**config.mk**
```make
export PLATFORM = sky130hd
export DESIGN_NAME = refresh_sched
export DESIGN_NICKNAME = d
export VERILOG_FILES = /design/src/rtl/refsch_pkg.sv /design/src/rtl/refsch_ivl_timer.sv /design/src/rtl/refsch_debt_ctr.sv /design/src/rtl/refsch_busy_win.sv /design/src/rtl/refresh_sched.sv
export SDC_FILE = /design/constraint.sdc
export NUM_CORES = 1
export LEC_CHECK = 0
export BUFFER_PORTS_ARGS = -buffer_cell sky130_fd_sc_hd__buf_2
export CORE_ASPECT_RATIO = 0.5
export CORE_MARGIN = 2
export CORE_UTILIZATION = 50
export DETAILED_ROUTE_END_ITERATION = 7
export PLACE_DENSITY_LB_ADDON = 0.2
export SYNTH_ARGS = -nofsm -noshare
export SYNTH_HDL_FRONTEND = slang
export SYNTH_SLANG_ARGS = --single-unit
export TNS_END_PERCENT = 50
```
**constraint.sdc**
```tcl
create_clock -name clk_i -period 3.75 [get_ports clk_i]
set_input_delay 0.5625 -clock clk_i [delete_from_list [all_inputs] [get_ports clk_i]]
set_output_delay 0.5625 -clock clk_i [all_outputs]
set_load 0.1 [all_outputs]
```
**src/rtl/refsch_pkg.sv**
```systemverilog
package refsch_pkg;

  localparam int unsigned NORM_IVL_DEF = 6240;  // 7.8 us at 800 MHz
  localparam int unsigned HOT_IVL_DEF  = 3120;  // 3.9 us at 800 MHz
  localparam int unsigned TRFC_DEF     = 128;   // 160 ns at 800 MHz
  localparam int unsigned DEBT_MAX_DEF = 8;

  typedef enum logic [1:0] {
    DEBT_HOLD = 2'd0,
    DEBT_INC  = 2'd1,
    DEBT_DEC  = 2'd2
  } debt_op_e;

endpackage

```
**src/rtl/refsch_ivl_timer.sv**
```systemverilog
module refsch_ivl_timer
  import refsch_pkg::*;
#(
  parameter int unsigned NORM_IVL = NORM_IVL_DEF,
  parameter int unsigned HOT_IVL  = HOT_IVL_DEF
) (
  input  logic clk_i,
  input  logic rst_ni,
  input  logic hot_i,
  output logic tick_o
);

  localparam int unsigned CW = $clog2(NORM_IVL);
  localparam logic [CW-1:0] NORM_LD = CW'(NORM_IVL - 1);
  localparam logic [CW-1:0] HOT_LD  = CW'(HOT_IVL - 1);

  logic [CW-1:0] cnt_q, cnt_d;

  assign tick_o = (cnt_q == '0);

  always_comb begin
    if (tick_o) begin
      cnt_d = hot_i ? HOT_LD : NORM_LD;
    end else if (hot_i && (cnt_q > HOT_LD)) begin
      // cut a long interval short as soon as the part runs hot
      cnt_d = HOT_LD;
    end else begin
      cnt_d = cnt_q - 1'b1;
    end
  end

  always_ff @(posedge clk_i or negedge rst_ni) begin
    if (!rst_ni) cnt_q <= NORM_LD;
    else         cnt_q <= cnt_d;
  end

endmodule

```
**src/rtl/refsch_debt_ctr.sv**
```systemverilog
module refsch_debt_ctr
  import refsch_pkg::*;
#(
  parameter int unsigned DEBT_MAX = DEBT_MAX_DEF
) (
  input  logic clk_i,
  input  logic rst_ni,
  input  logic tick_i,
  input  logic take_i,
  output logic pending_o,
  output logic full_o
);

  localparam int unsigned DW = $clog2(DEBT_MAX + 1);
  localparam logic [DW-1:0] DEBT_TOP = DW'(DEBT_MAX);

  logic [DW-1:0] debt_q;
  debt_op_e      op;

  always_comb begin
    unique case ({tick_i, take_i})
      2'b10:   op = DEBT_INC;
      2'b01:   op = DEBT_DEC;
      default: op = DEBT_HOLD;
    endcase
  end

  always_ff @(posedge clk_i or negedge rst_ni) begin
    if (!rst_ni) begin
      debt_q <= '0;
    end else begin
      unique case (op)
        DEBT_INC: if (debt_q != DEBT_TOP) debt_q <= debt_q + 1'b1;
        DEBT_DEC: if (debt_q != '0)       debt_q <= debt_q - 1'b1;
        default:  debt_q <= debt_q;
      endcase
    end
  end

  assign pending_o = (debt_q != '0);
  assign full_o    = (debt_q == DEBT_TOP);

endmodule

```
**src/rtl/refsch_busy_win.sv**
```systemverilog
module refsch_busy_win
  import refsch_pkg::*;
#(
  parameter int unsigned TRFC_CYC = TRFC_DEF
) (
  input  logic clk_i,
  input  logic rst_ni,
  input  logic start_i,
  output logic busy_o
);

  localparam int unsigned BW = $clog2(TRFC_CYC + 1);
  localparam logic [BW-1:0] WIN_LD = BW'(TRFC_CYC);

  logic [BW-1:0] left_q;

  always_ff @(posedge clk_i or negedge rst_ni) begin
    if (!rst_ni)             left_q <= '0;
    else if (start_i)        left_q <= WIN_LD;
    else if (left_q != '0)   left_q <= left_q - 1'b1;
  end

  assign busy_o = (left_q != '0);

endmodule

```
**src/rtl/refresh_sched.sv**
```systemverilog
module refresh_sched
  import refsch_pkg::*;
#(
  parameter int unsigned NORM_IVL = NORM_IVL_DEF,
  parameter int unsigned HOT_IVL  = HOT_IVL_DEF,
  parameter int unsigned TRFC_CYC = TRFC_DEF,
  parameter int unsigned DEBT_MAX = DEBT_MAX_DEF
) (
  input  logic clk_i,
  input  logic rst_ni,
  input  logic hot_i,
  input  logic gnt_i,
  output logic req_o,
  output logic urgent_o,
  output logic busy_o
);

  logic tick;
  logic pending;
  logic take;

  refsch_ivl_timer #(
    .NORM_IVL(NORM_IVL),
    .HOT_IVL (HOT_IVL)
  ) i_timer (
    .clk_i (clk_i),
    .rst_ni(rst_ni),
    .hot_i (hot_i),
    .tick_o(tick)
  );

  refsch_debt_ctr #(
    .DEBT_MAX(DEBT_MAX)
  ) i_debt (
    .clk_i    (clk_i),
    .rst_ni   (rst_ni),
    .tick_i   (tick),
    .take_i   (take),
    .pending_o(pending),
    .full_o   (urgent_o)
  );

  refsch_busy_win #(
    .TRFC_CYC(TRFC_CYC)
  ) i_busy (
    .clk_i  (clk_i),
    .rst_ni (rst_ni),
    .start_i(take),
    .busy_o (busy_o)
  );

  // no request is offered inside the refresh-cycle window
  assign req_o = pending & ~busy_o;
  assign take  = gnt_i & req_o;

endmodule

```
==> results by group, run 1 <==
Floorplan
  • Number of I/O pins: 7
  • Die area: 3460 um2
  • Core footprint: 2720 um2
  • Die W: 81.2 um
  • Row cnt: 13
  • Initial core utilization: 0.549
  • Die H: 42.6 um

Synth
  • Number of synthesized flops with an enable pin: 0
  • Main flop type after synthesis: dfrtp_1
  • Mux cell area share after synthesis: 0.0151
  • Largest family of logic cells by synthesized area: simple AND/OR/NAND/NOR gates
  • Synth Net Count: 166
  • Ys Warns: 0
  • Xor and xnor area share after synthesis: 0.0940
  • Cell area after synthesis: 1490 um2
  • Area share of fa/ha/maj cells after synthesis: 0.0672
  • Cell count after synthesis: 154
  • Post-Synth Simple-Gate Area: 0.261
  • Synth Area in Compound Gates: 0.103
  • Sequential share of the synthesized area: 0.427
  • Seq cells post-synth: 25
  • Synthesized area per cell: 9.68 um2
  • Netlist cell types: 41
  • Async SR Flop Fraction: 1.00

Placed design
  • Routability cong.: 0.912
  • Port bufs: 6
  • Dpl hpwl: 2030 um

Finish
  • Nets: 174
  • Sequential cell area: 636 um2
  • Area of the multi-input gates: 810 um2
  • Fill cell count: 229
  • Antenna Diode Count: 0
  • Share of post-route cells with drive strength above 1: 0.155
  • Area growth syn-to-layout: 7.39%

Detailed routing
  • WL final: 2760 um
  • Vias: 1,147
  • Drt first pass iters: 4
  • Antenna Nets Post-Route: 0
  • DRT iter0 DRCs: 66
  • # DRC: 0
  • Number of vias per cell: 5.79
  • Drt wl/cell: 14.0 um

Setup path
  • Bufs and invs on worst path: 3
  • FF-to-FF Start: i_busy.left_q[0]
  • Crit path from: i_busy.left_q[0]
  • Crit path to: req_o
  • Slowest Stage Delay on Critical Path: 0.47 ns
  • Depth of the worst register-to-register path: 12
  • Largest delay share family, worst path: simple AND/OR/NAND/NOR gates
  • Crit end category: output port
  • Crit path launch type: register
  • Levels on crit path: 7
  • CP max stage cell: nor3b_1
  • Data arrival, critical path: 2.33 ns
  • CP cell instances: inv_1 > ha_1 > nor3b_1 > and2_1 > inv_1 > a21oi_2 > buf_2
  • Crit-path max FO: 7
  • R2r endpoint: i_debt.debt_q[2]
  • Worst path required time: 3.19 ns
  • WS Path Type: reg -> out
  • Worst R2R Setup Slack: 0.88 ns
  • Most frequent CP cell: inv_1

STA
  • Final setup viols: 0
  • Period minus WS final: 2.89 ns
  • Final hold slack: 0.273 ns
  • Worst Max-Slew Pin Slew: 0.639 ns
  • Hold Fails Final Rpt: 0
  • Fmax: 346 MHz
  • Fin. max-slew vios: 0
  • Final period util: 0.771
  • RSZ-0062 raised after global routing: false
  • Final setup TNS: 0 ns
  • Setup Skew: 0.00878 ns
  • Worst rel slew slack: 0.570

Clock tree
  • Post-cts hold buffer count: 0
  • Sink Count: 25
  • Clk pin slew, worst setup/hold paths: 0.09 ns
  • Max Buffers Root-to-Sink: 2
  • CTS tree: done
  • Num CTS Buffers: 3
  • Resized Gates After CTS: 0
  • Clk_lat worst skew: 0.27 ns
  • CTS H-tree depth: 1
  • Setup bufs post-CTS: 0
  • Clk root buf: clkbuf_8

Min path
  • Worst hold path type: in -> async

Pwr
  • Overall Power: 795 uW
  • Power per cell area: 497 nW/um2
  • Leakage: 0.658 nW
  • Max IR drop VDD: 0.000264 V

Run
  • Max cap viols: 0

Global routing
  • Largest net degree at the start of global routing: 26
  • Vias in the first global route: 1,073
  • GRT overflow: 0
  • Initial antenna violation count: 0
  • Total GRT Usage: 0.182
  • First-pass GRT wire length: 4840 um

Outcome
  • Outcome: complete, no violations
## cell usage after synthesis (all sizes together), types with 4 or more instances
master,instances,share of area
xnor2,10,0.059
dfrtp,17,0.29
o21ai,4,0.013
dfstp,8,0.14
ha,8,0.067
nand2,12,0.030
nor2,10,0.025
nand3,8,0.027
nor3,8,0.027
a21oi,6,0.020
inv,8,0.020
nor4,4,0.017
xor2,6,0.035
or3,4,0.017
## state kept, by name, indices dropped and copies added, names as in the netlist
register and count:
i_busy.left_q 8, i_debt.debt_q 4, i_timer.cnt_q 13
## routing by layer
| metal | part of all wire | track usage | up-vias |
|---|---|---|---|
| met5 | 0 | 0 | - |
| met4 | 0.0047 | 0.0305 | 0 |
| met3 | 0.045 | 0.0517 | 2 |
| met2 | 0.45 | 0.291 | 25 |
| met1 | 0.50 | 0.251 | 548 |
| li1 | - | - | 572 |
## where the power goes
| part | switching, mW | leakage, nW | total, mW | internal [mW] |
|---|---|---|---|---|
| clock network | 0.0897 | 0.0217 | 0.165 | 0.0754 |
| logic | 0.129 | 0.337 | 0.242 | 0.112 |
| registers | 0.0550 | 0.299 | 0.388 | 0.333 |
## worst min-delay path by stage
stage,start,end
finish,rst_ni,i_busy.left_q[4]
global route,rst_ni,i_busy.left_q[4]
CTS,rst_ni,i_timer.cnt_q[9]
detailed placement,i_timer.cnt_q[0],i_timer.cnt_q[0]
global placement,i_timer.cnt_q[0],i_timer.cnt_q[0]
floorplan,rst_ni,i_busy.left_q[0]
## cells in the final DEF, fill, tap and decap left out, types with 2 or more instances in the layout
cell type and count:
o21ai_0 4, nor2_1 10, buf_2 6, nand3_1 8
or4_1 2, inv_1 7, nand4_1 3, nand2b_1 3
mux2_2 2, ha_1 8, a21o_1 2, or3_1 4
dfrtp_1 17, a21oi_1 5, nand2_1 12, o31ai_1 3
o211ai_1 2, nand3b_1 3, clkbuf_8 3, nor3b_1 2
nor4_1 4, nor3_1 8, xnor2_1 10, dfstp_2 8
xor2_1 6, nand4b_1 2
## layout make-up
cell class,instances,area share
Multi-Input combinational cell,118,0.506
Clock buffer,3,0.0258
Timing Repair Buffer,6,0.0188
Sequential cell,25,0.397
Inverter,8,0.0188
Clock inverter,1,0.00469
Tap cell,37,0.0289
## stage by stage
stage | worst slack (ns) | instance area (um2) | std cells | util
2_1_floorplan | 0.590 | 1490 | 154 | -
3_3_place_gp | 0.958 | 1550 | 194 | 0.571
3_5_place_dp | 0.929 | 1550 | 194 | 0.571
4_1_cts | 0.885 | 1600 | 198 | 0.589
5_1_grt | 0.559 | 1600 | 198 | 0.589
6_report | 0.859 | 1600 | 198 | 0.589
## cells by family after synthesis
kind of cell               Yosys count
adders and majority gates            8
DFF                                 25
buffers and inverters               11
muxes                                2
and+or+nand+nor                     69
AOI/OAI and AO/OA                   23
xor gates and xnor gates            16
Power figures use the tool's default switching activity.
==> run 2, diff against run 1 <==
clock period = 2.8 ns   (was 3.75 ns; I/O delays follow)
==> run 2 against run 1 <==
Compared with the run above:
- flip-flop and latch count did not move
- design area grew 3.2%
- clock skew is 0.0040 ns lower
- global-route usage shrank 0.18 points
- power up 34%
- register-to-register slack got worse by 0.72 ns
- sequential share of layout area is 1.2 points lower
- die area stayed put
- routed wire length down 0.54%
- sequential power up 33%
- largest cell class unchanged
==> results by group, run 2 (same netlist as run 1, synthesis figures left out) <==
Placed design
  • Placement Cell Area: 1600 um2 (+3.4%)
  • Dpl hpwl: 2100 um (+3.7%)
  • Routability cong.: 0.841 (-7.8%)
  • Port bufs: 6 (unchanged)

Pwr
  • Overall Power: 1.06 mW (+34%)
  • Max IR drop VDD: 0.000252 V (-4.4%)
  • Leakage: 0.690 nW (+4.8%)
  • Power per cell area: 644 nW/um2 (+30%)

Clock tree
  • CTS H-tree depth: 1 (unchanged)
  • CTS tree: done
  • Clk root buf: clkbuf_8
  • Clk pin slew, worst setup/hold paths: 0.09 ns (about the same)
  • Setup bufs post-CTS: 0 (unchanged)
  • Sink Count: 25 (unchanged)
  • Num CTS Buffers: 3 (unchanged)
  • Clk_lat worst skew: 0.27 ns (about the same)
  • Max Buffers Root-to-Sink: 2 (unchanged)
  • Post-cts hold buffer count: 0 (unchanged)

Outcome
  • Outcome: complete, no violations

Floorplan
  • Number of I/O pins: 7 (unchanged)
  • Die H: 42.6 um (unchanged)
  • Die area: 3460 um2 (unchanged)
  • Initial core utilization: 0.549 (unchanged)
  • Row cnt: 13 (unchanged)
  • Die W: 81.2 um (unchanged)
  • Core footprint: 2720 um2 (unchanged)

Finish
  • Share of post-route cells with drive strength above 1: 0.180 (+0.0244)
  • Antenna Diode Count: 0 (unchanged)
  • Largest register FFs: 13 (unchanged)
  • Final Cell Area: 1650 um2 (+3.2%)
  • Most common cell after layout, fill and taps aside: dfrtp_1
  • Largest register by flop count: i_timer.cnt_q
  • Nets: 180 (+3.4%)
  • Most frequent cells in the layout: dfrtp_1, nand2_1, nor2_1, xnor2_1
  • Largest regs: i_timer.cnt_q: 13 flops, i_busy.left_q: 8 flops, i_debt.debt_q: 4 flops
  • Final Util: 0.608 (+0.0189)
  • Area growth syn-to-layout: 10.8%
  • Fill cell count: 214 (-6.6%)

Global routing
  • Vias in the first global route: 1,022 (-4.8%)
  • Total GRT Usage: 0.181 (-0.00177)
  • First-pass GRT wire length: 4660 um (-3.8%)
  • Largest net degree at the start of global routing: 26 (unchanged)
  • GRT overflow: 0 (unchanged)
  • Initial antenna violation count: 0 (unchanged)

Min path
  • Worst hold path type: in -> async

Run
  • Max cap viols: 0 (unchanged)

Setup path
  • Crit-path max FO: 7 (unchanged)
  • Crit path launch type: register
  • WS Path Type: reg -> reg
  • Crit end category: register
  • Data arrival, critical path: 2.78 ns (+0.45 ns)
  • Worst path required time: 2.94 ns (-0.25 ns)

STA
  • Hold Fails Final Rpt: 0 (unchanged)
  • Worst rel slew slack: 0.564 (-0.00542)
  • Worst Max-Slew Pin Slew: 0.647 ns (+0.00806 ns)
  • Final setup viols: 0 (unchanged)
  • Final hold slack: 0.126 ns (-0.147 ns)
  • Final period util: 0.944
  • Period minus WS final: 2.64 ns
  • RSZ-0062 raised after global routing: false
  • Fin. max-slew vios: 0 (unchanged)
  • Fmax: 378 MHz
  • Final setup TNS: 0 ns (unchanged)
  • Setup Skew: 0.00477 ns (-0.00401 ns)

Detailed routing
  • # DRC: 0 (unchanged)
  • Antenna Nets Post-Route: 0 (unchanged)
  • Vias: 1,145 (-0.17%)
  • Drt first pass iters: 4 (unchanged)
  • DRT iter0 DRCs: 35 (-47%)
  • Drt wl/cell: 13.5 um (-3.5%)
  • WL final: 2750 um (-0.54%)
  • Number of vias per cell: 5.61 (-3.1%)
run 2: repair_timing:
item,CTS,global route
endpoints found under the setup margin,0,1
gates resized for setup,0,1
hold endpoints to repair,0,0
run 2: area by class of cell:
class | instances | area (um2) | share of cell area
timing repair buffer | 12 | 77.6 | 0.0470
sequential | 25 | 636 | 0.385
tap | 37 | 46.3 | 0.0280
multi-input combinational | 118 | 817 | 0.495
clock buffer | 4 | 45.0 | 0.0273
inverter | 8 | 30.0 | 0.0182
run 2: final timing paths:
kind / slack, ns / cells after the start / from / end
min in group clk_i: 0.29 / 2 / hot_i / i_timer.cnt_q[12]
max reg2reg: 0.16 / 8 / i_timer.cnt_q[7] / i_debt.debt_q[3]
max in group asynchronous: 2.30 / 1 / rst_ni / i_timer.cnt_q[4]
min reg2reg: 0.49 / 1 / i_timer.cnt_q[0] / i_timer.cnt_q[0]
max: 0.16 / 8 / i_timer.cnt_q[7] / i_debt.debt_q[3]
min: 0.13 / 1 / rst_ni / i_busy.left_q[6]
run 2: critical path, stage by stage (launching register included):
cell      delay (ns)
dfrtp_1         0.43
or4_4           0.52
nor2_1          0.13
nand4_1         0.20
ha_1            0.35
mux2_2          0.29
a21oi_1         0.33
nand2b_1        0.16
nand4b_1        0.10
run 2: per-layer routing:
layer / track usage / wire length (um) / vias to the layer above
met5: 0 / 0 / -
met4: 0.0407 / 10 / 0
met3: 0.0582 / 151 / 2
met2: 0.274 / 1210 / 22
met1: 0.252 / 1370 / 544
li1: - / - / 577
run 2: metrics by stage:
stage,instances,setup slack [ns]
final,204,0.155
after global routing,204,0.00881
after CTS,204,0.127
after detailed placement,200,0.162
after global placement,200,0.243
after floorplan,154,0.0596
run 2: report_power, final:
part / switching, mW / leakage, nW / internal (mW)
clock: 0.110 / 0.0228 / 0.102
combinational: 0.177 / 0.368 / 0.158
sequential: 0.0708 / 0.299 / 0.446
==> run 3, diff against run 2 <==
clock period = 3 ns   (was 2.8 ns; I/O delays follow)
==> run 3 against run 2 <==
Compared with the run above:
- clock skew decreased by 0.00098 ns
- critical endpoint unchanged
- clock-buffer cell count fell by 1
- flip-flop and latch count stayed put
- critical path type unchanged
- design area is 0.76% lower
- clock power hardly changed
- fmax shrank 3.9%
- register-to-register slack improved by 0.09 ns
- final cell count down 0.98%
- utilization shrank 0.46 points
- global-route usage rose by 0.084 points
- largest cell class unchanged
==> results by group, run 3 (same netlist as run 1, synthesis figures left out) <==
Pwr
  • Leakage: 0.684 nW (-0.80%)
  • Total net switching power: 357 uW (-0.32%)
  • Switching Fraction: 0.351 (+0.0139)
  • Sequential power share: 0.481 (-0.005)
  • Overall Power: 1.02 mW (-4.3%)
  • Power per cell area: 621 nW/um2 (-3.6%)
  • Clock share of power: 0.208 (+0.009)
  • Comb pwr share: 0.311 (-0.004)
  • Internal power: 661 uW (-6.3%)
  • Max IR drop VDD: 0.000245 V (-2.7%)

Floorplan
  • Die H: 42.6 um (unchanged)
  • Number of I/O pins: 7 (unchanged)
  • Row cnt: 13 (unchanged)
  • Die W: 81.2 um (unchanged)
  • Die area: 3460 um2 (unchanged)
  • Initial core utilization: 0.549 (unchanged)
  • Core footprint: 2720 um2 (unchanged)

Clock tree
  • CTS H-tree depth: 1 (unchanged)
  • Resized Gates After CTS: 0 (unchanged)
  • Num CTS Buffers: 3 (unchanged)
  • Clk root buf: clkbuf_8
  • Post-cts hold buffer count: 0 (unchanged)
  • Setup bufs post-CTS: 0 (unchanged)
  • Sink Count: 25 (unchanged)
  • Max Buffers Root-to-Sink: 2 (unchanged)
  • Clk pin slew, worst setup/hold paths: 0.09 ns (about the same)
  • Clk_lat worst skew: 0.27 ns (about the same)
  • CTS tree: done

Setup path
  • Slowest Stage Delay on Critical Path: 0.53 ns (about the same)
  • FF-to-FF Start: i_timer.cnt_q[7]
  • WS Path Type: reg -> reg
  • Crit path launch type: register
  • Depth of the worst register-to-register path: 8 (unchanged)
  • Largest delay share family, worst path: simple AND/OR/NAND/NOR gates
  • R2r endpoint: i_debt.debt_q[3]
  • Worst path required time: 3.16 ns (+0.22 ns)
  • Data arrival, critical path: 2.91 ns (+0.13 ns)
  • Worst R2R Setup Slack: 0.25 ns (+0.09 ns)
  • Crit-path max FO: 7 (unchanged)
  • CP max stage cell: or4_4
  • Bufs and invs on worst path: 0 (unchanged)
  • CP cell instances: or4_4 > nor2_1 > nand4_1 > ha_1 > mux2_2 > a21oi_1 > nand2b_1 > nand4b_1
  • Crit end category: register

Finish
  • Most common cell after layout, fill and taps aside: dfrtp_1
  • Share of post-route cells with drive strength above 1: 0.176 (-0.00388)
  • Largest register by flop count: i_timer.cnt_q
  • Antenna Diode Count: 0 (unchanged)
  • Largest register FFs: 13 (unchanged)
  • Fill cell count: 219 (+2.3%)
  • Most frequent cells in the layout: dfrtp_1, nand2_1, nor2_1, xnor2_1
  • Area growth syn-to-layout: 9.99%
  • Nets: 178 (-1.1%)
  • Largest regs: i_timer.cnt_q: 13 flops, i_busy.left_q: 8 flops, i_debt.debt_q: 4 flops
  • Final Util: 0.603 (-0.00461)

STA
  • Setup Skew: 0.00379 ns (-0.000977 ns)
  • Hold Fails Final Rpt: 0 (unchanged)
  • Worst rel slew slack: 0.527 (-0.0376)
  • Fmax: 363 MHz (-3.9%)
  • Worst Max-Slew Pin Slew: 0.703 ns (+0.0559 ns)
  • Final period util: 0.918 (-0.0268)
  • Post-route setup slack: 0.247 ns (+0.0914 ns)
  • Final setup TNS: 0 ns (unchanged)
  • Period minus WS final: 2.75 ns (+0.109 ns)
  • Final setup viols: 0 (unchanged)
  • RSZ-0062 raised after global routing: false
  • Final hold slack: 0.143 ns (+0.0171 ns)
  • Fin. max-slew vios: 0 (unchanged)

Detailed routing
  • Drt first pass iters: 4 (unchanged)
  • DRT iter0 DRCs: 202 (+480%)
  • Drt wl/cell: 13.5 um (+0.55%)
  • Antenna Nets Post-Route: 0 (unchanged)
  • Number of vias per cell: 5.70 (+1.6%)
  • WL final: 2740 um (-0.44%)
  • Vias: 1,152 (+0.61%)
  • # DRC: 0 (unchanged)

Placed design
  • Routability cong.: 0.816 (-3.0%)
  • Dpl hpwl: 1960 um (-6.6%)
  • DP Worst Slack: 0.267 ns (+0.105 ns)
  • Port bufs: 6 (unchanged)

Run
  • Max cap viols: 0 (unchanged)

Global routing
  • First-pass GRT wire length: 4790 um (+2.8%)
  • Initial antenna violation count: 0 (unchanged)
  • Largest net degree at the start of global routing: 26 (unchanged)
  • GRT overflow: 0 (unchanged)
  • Vias in the first global route: 1,068 (+4.5%)
  • Total GRT Usage: 0.181 (+0.000842)

Outcome
  • Outcome: complete, no violations

Min path
  • Worst hold path type: in -> async
-- run 3: changes by cell type in the layout (fill, tap and decap cells not counted), sizes merged --
cell	delta
buf	-1
clkbuf	-2
inv	+1
-- run 3: worst max-delay path by stage --
stage	from	end	slack, ns	depth (start not counted)
detailed placement	i_timer.cnt_q[7]	i_debt.debt_q[3]	0.27	8
floorplan	i_busy.left_q[0]	req_o	0.23	6
finish	i_timer.cnt_q[7]	i_debt.debt_q[3]	0.25	8
global route	i_timer.cnt_q[7]	i_debt.debt_q[2]	0.01	8
CTS	i_timer.cnt_q[7]	i_debt.debt_q[2]	0.25	8
global placement	i_timer.cnt_q[7]	i_debt.debt_q[3]	0.34	8
-- run 3: layer usage --
layer / up-vias / GRT usage / share of wire
met4: 0 / 0.0271 / 0.0069
met3: 4 / 0.0690 / 0.071
met1: 540 / 0.261 / 0.49
met5: - / 0 / 0
li1: 575 / - / -
met2: 33 / 0.264 / 0.43
-- run 3: power groups by stage --
| stage | Sequential (mW) | Clock [mW] | Combinational, mW |
|---|---|---|---|
| final | 0.489 | 0.212 | 0.316 |
| after global routing | 0.499 | 0.237 | 0.357 |
| after CTS | 0.486 | 0.222 | 0.314 |
| after detailed placement | 0.490 | 0 | 0.311 |
| after global placement | 0.488 | 0 | 0.312 |
| after floorplan | 0.473 | 0 | 0.265 |
-- run 3: cell type report --
cell class / instances / area, um2 / area share
multi-input cells: 118 / 817 / 0.498
flip-flops and latches: 25 / 636 / 0.388
repair buffers: 10 / 60.1 / 0.0366
well taps: 37 / 46.3 / 0.0282
clock buffers: 3 / 41.3 / 0.0252
inverters: 8 / 30.0 / 0.0183
clock inverters: 1 / 8.76 / 0.00534
-- run 3: stage by stage --
step,instance area (um2),cells
finish,1640,202
global route,1640,202
CTS,1640,202
detailed placement,1590,198
global placement,1590,198
floorplan,1500,154
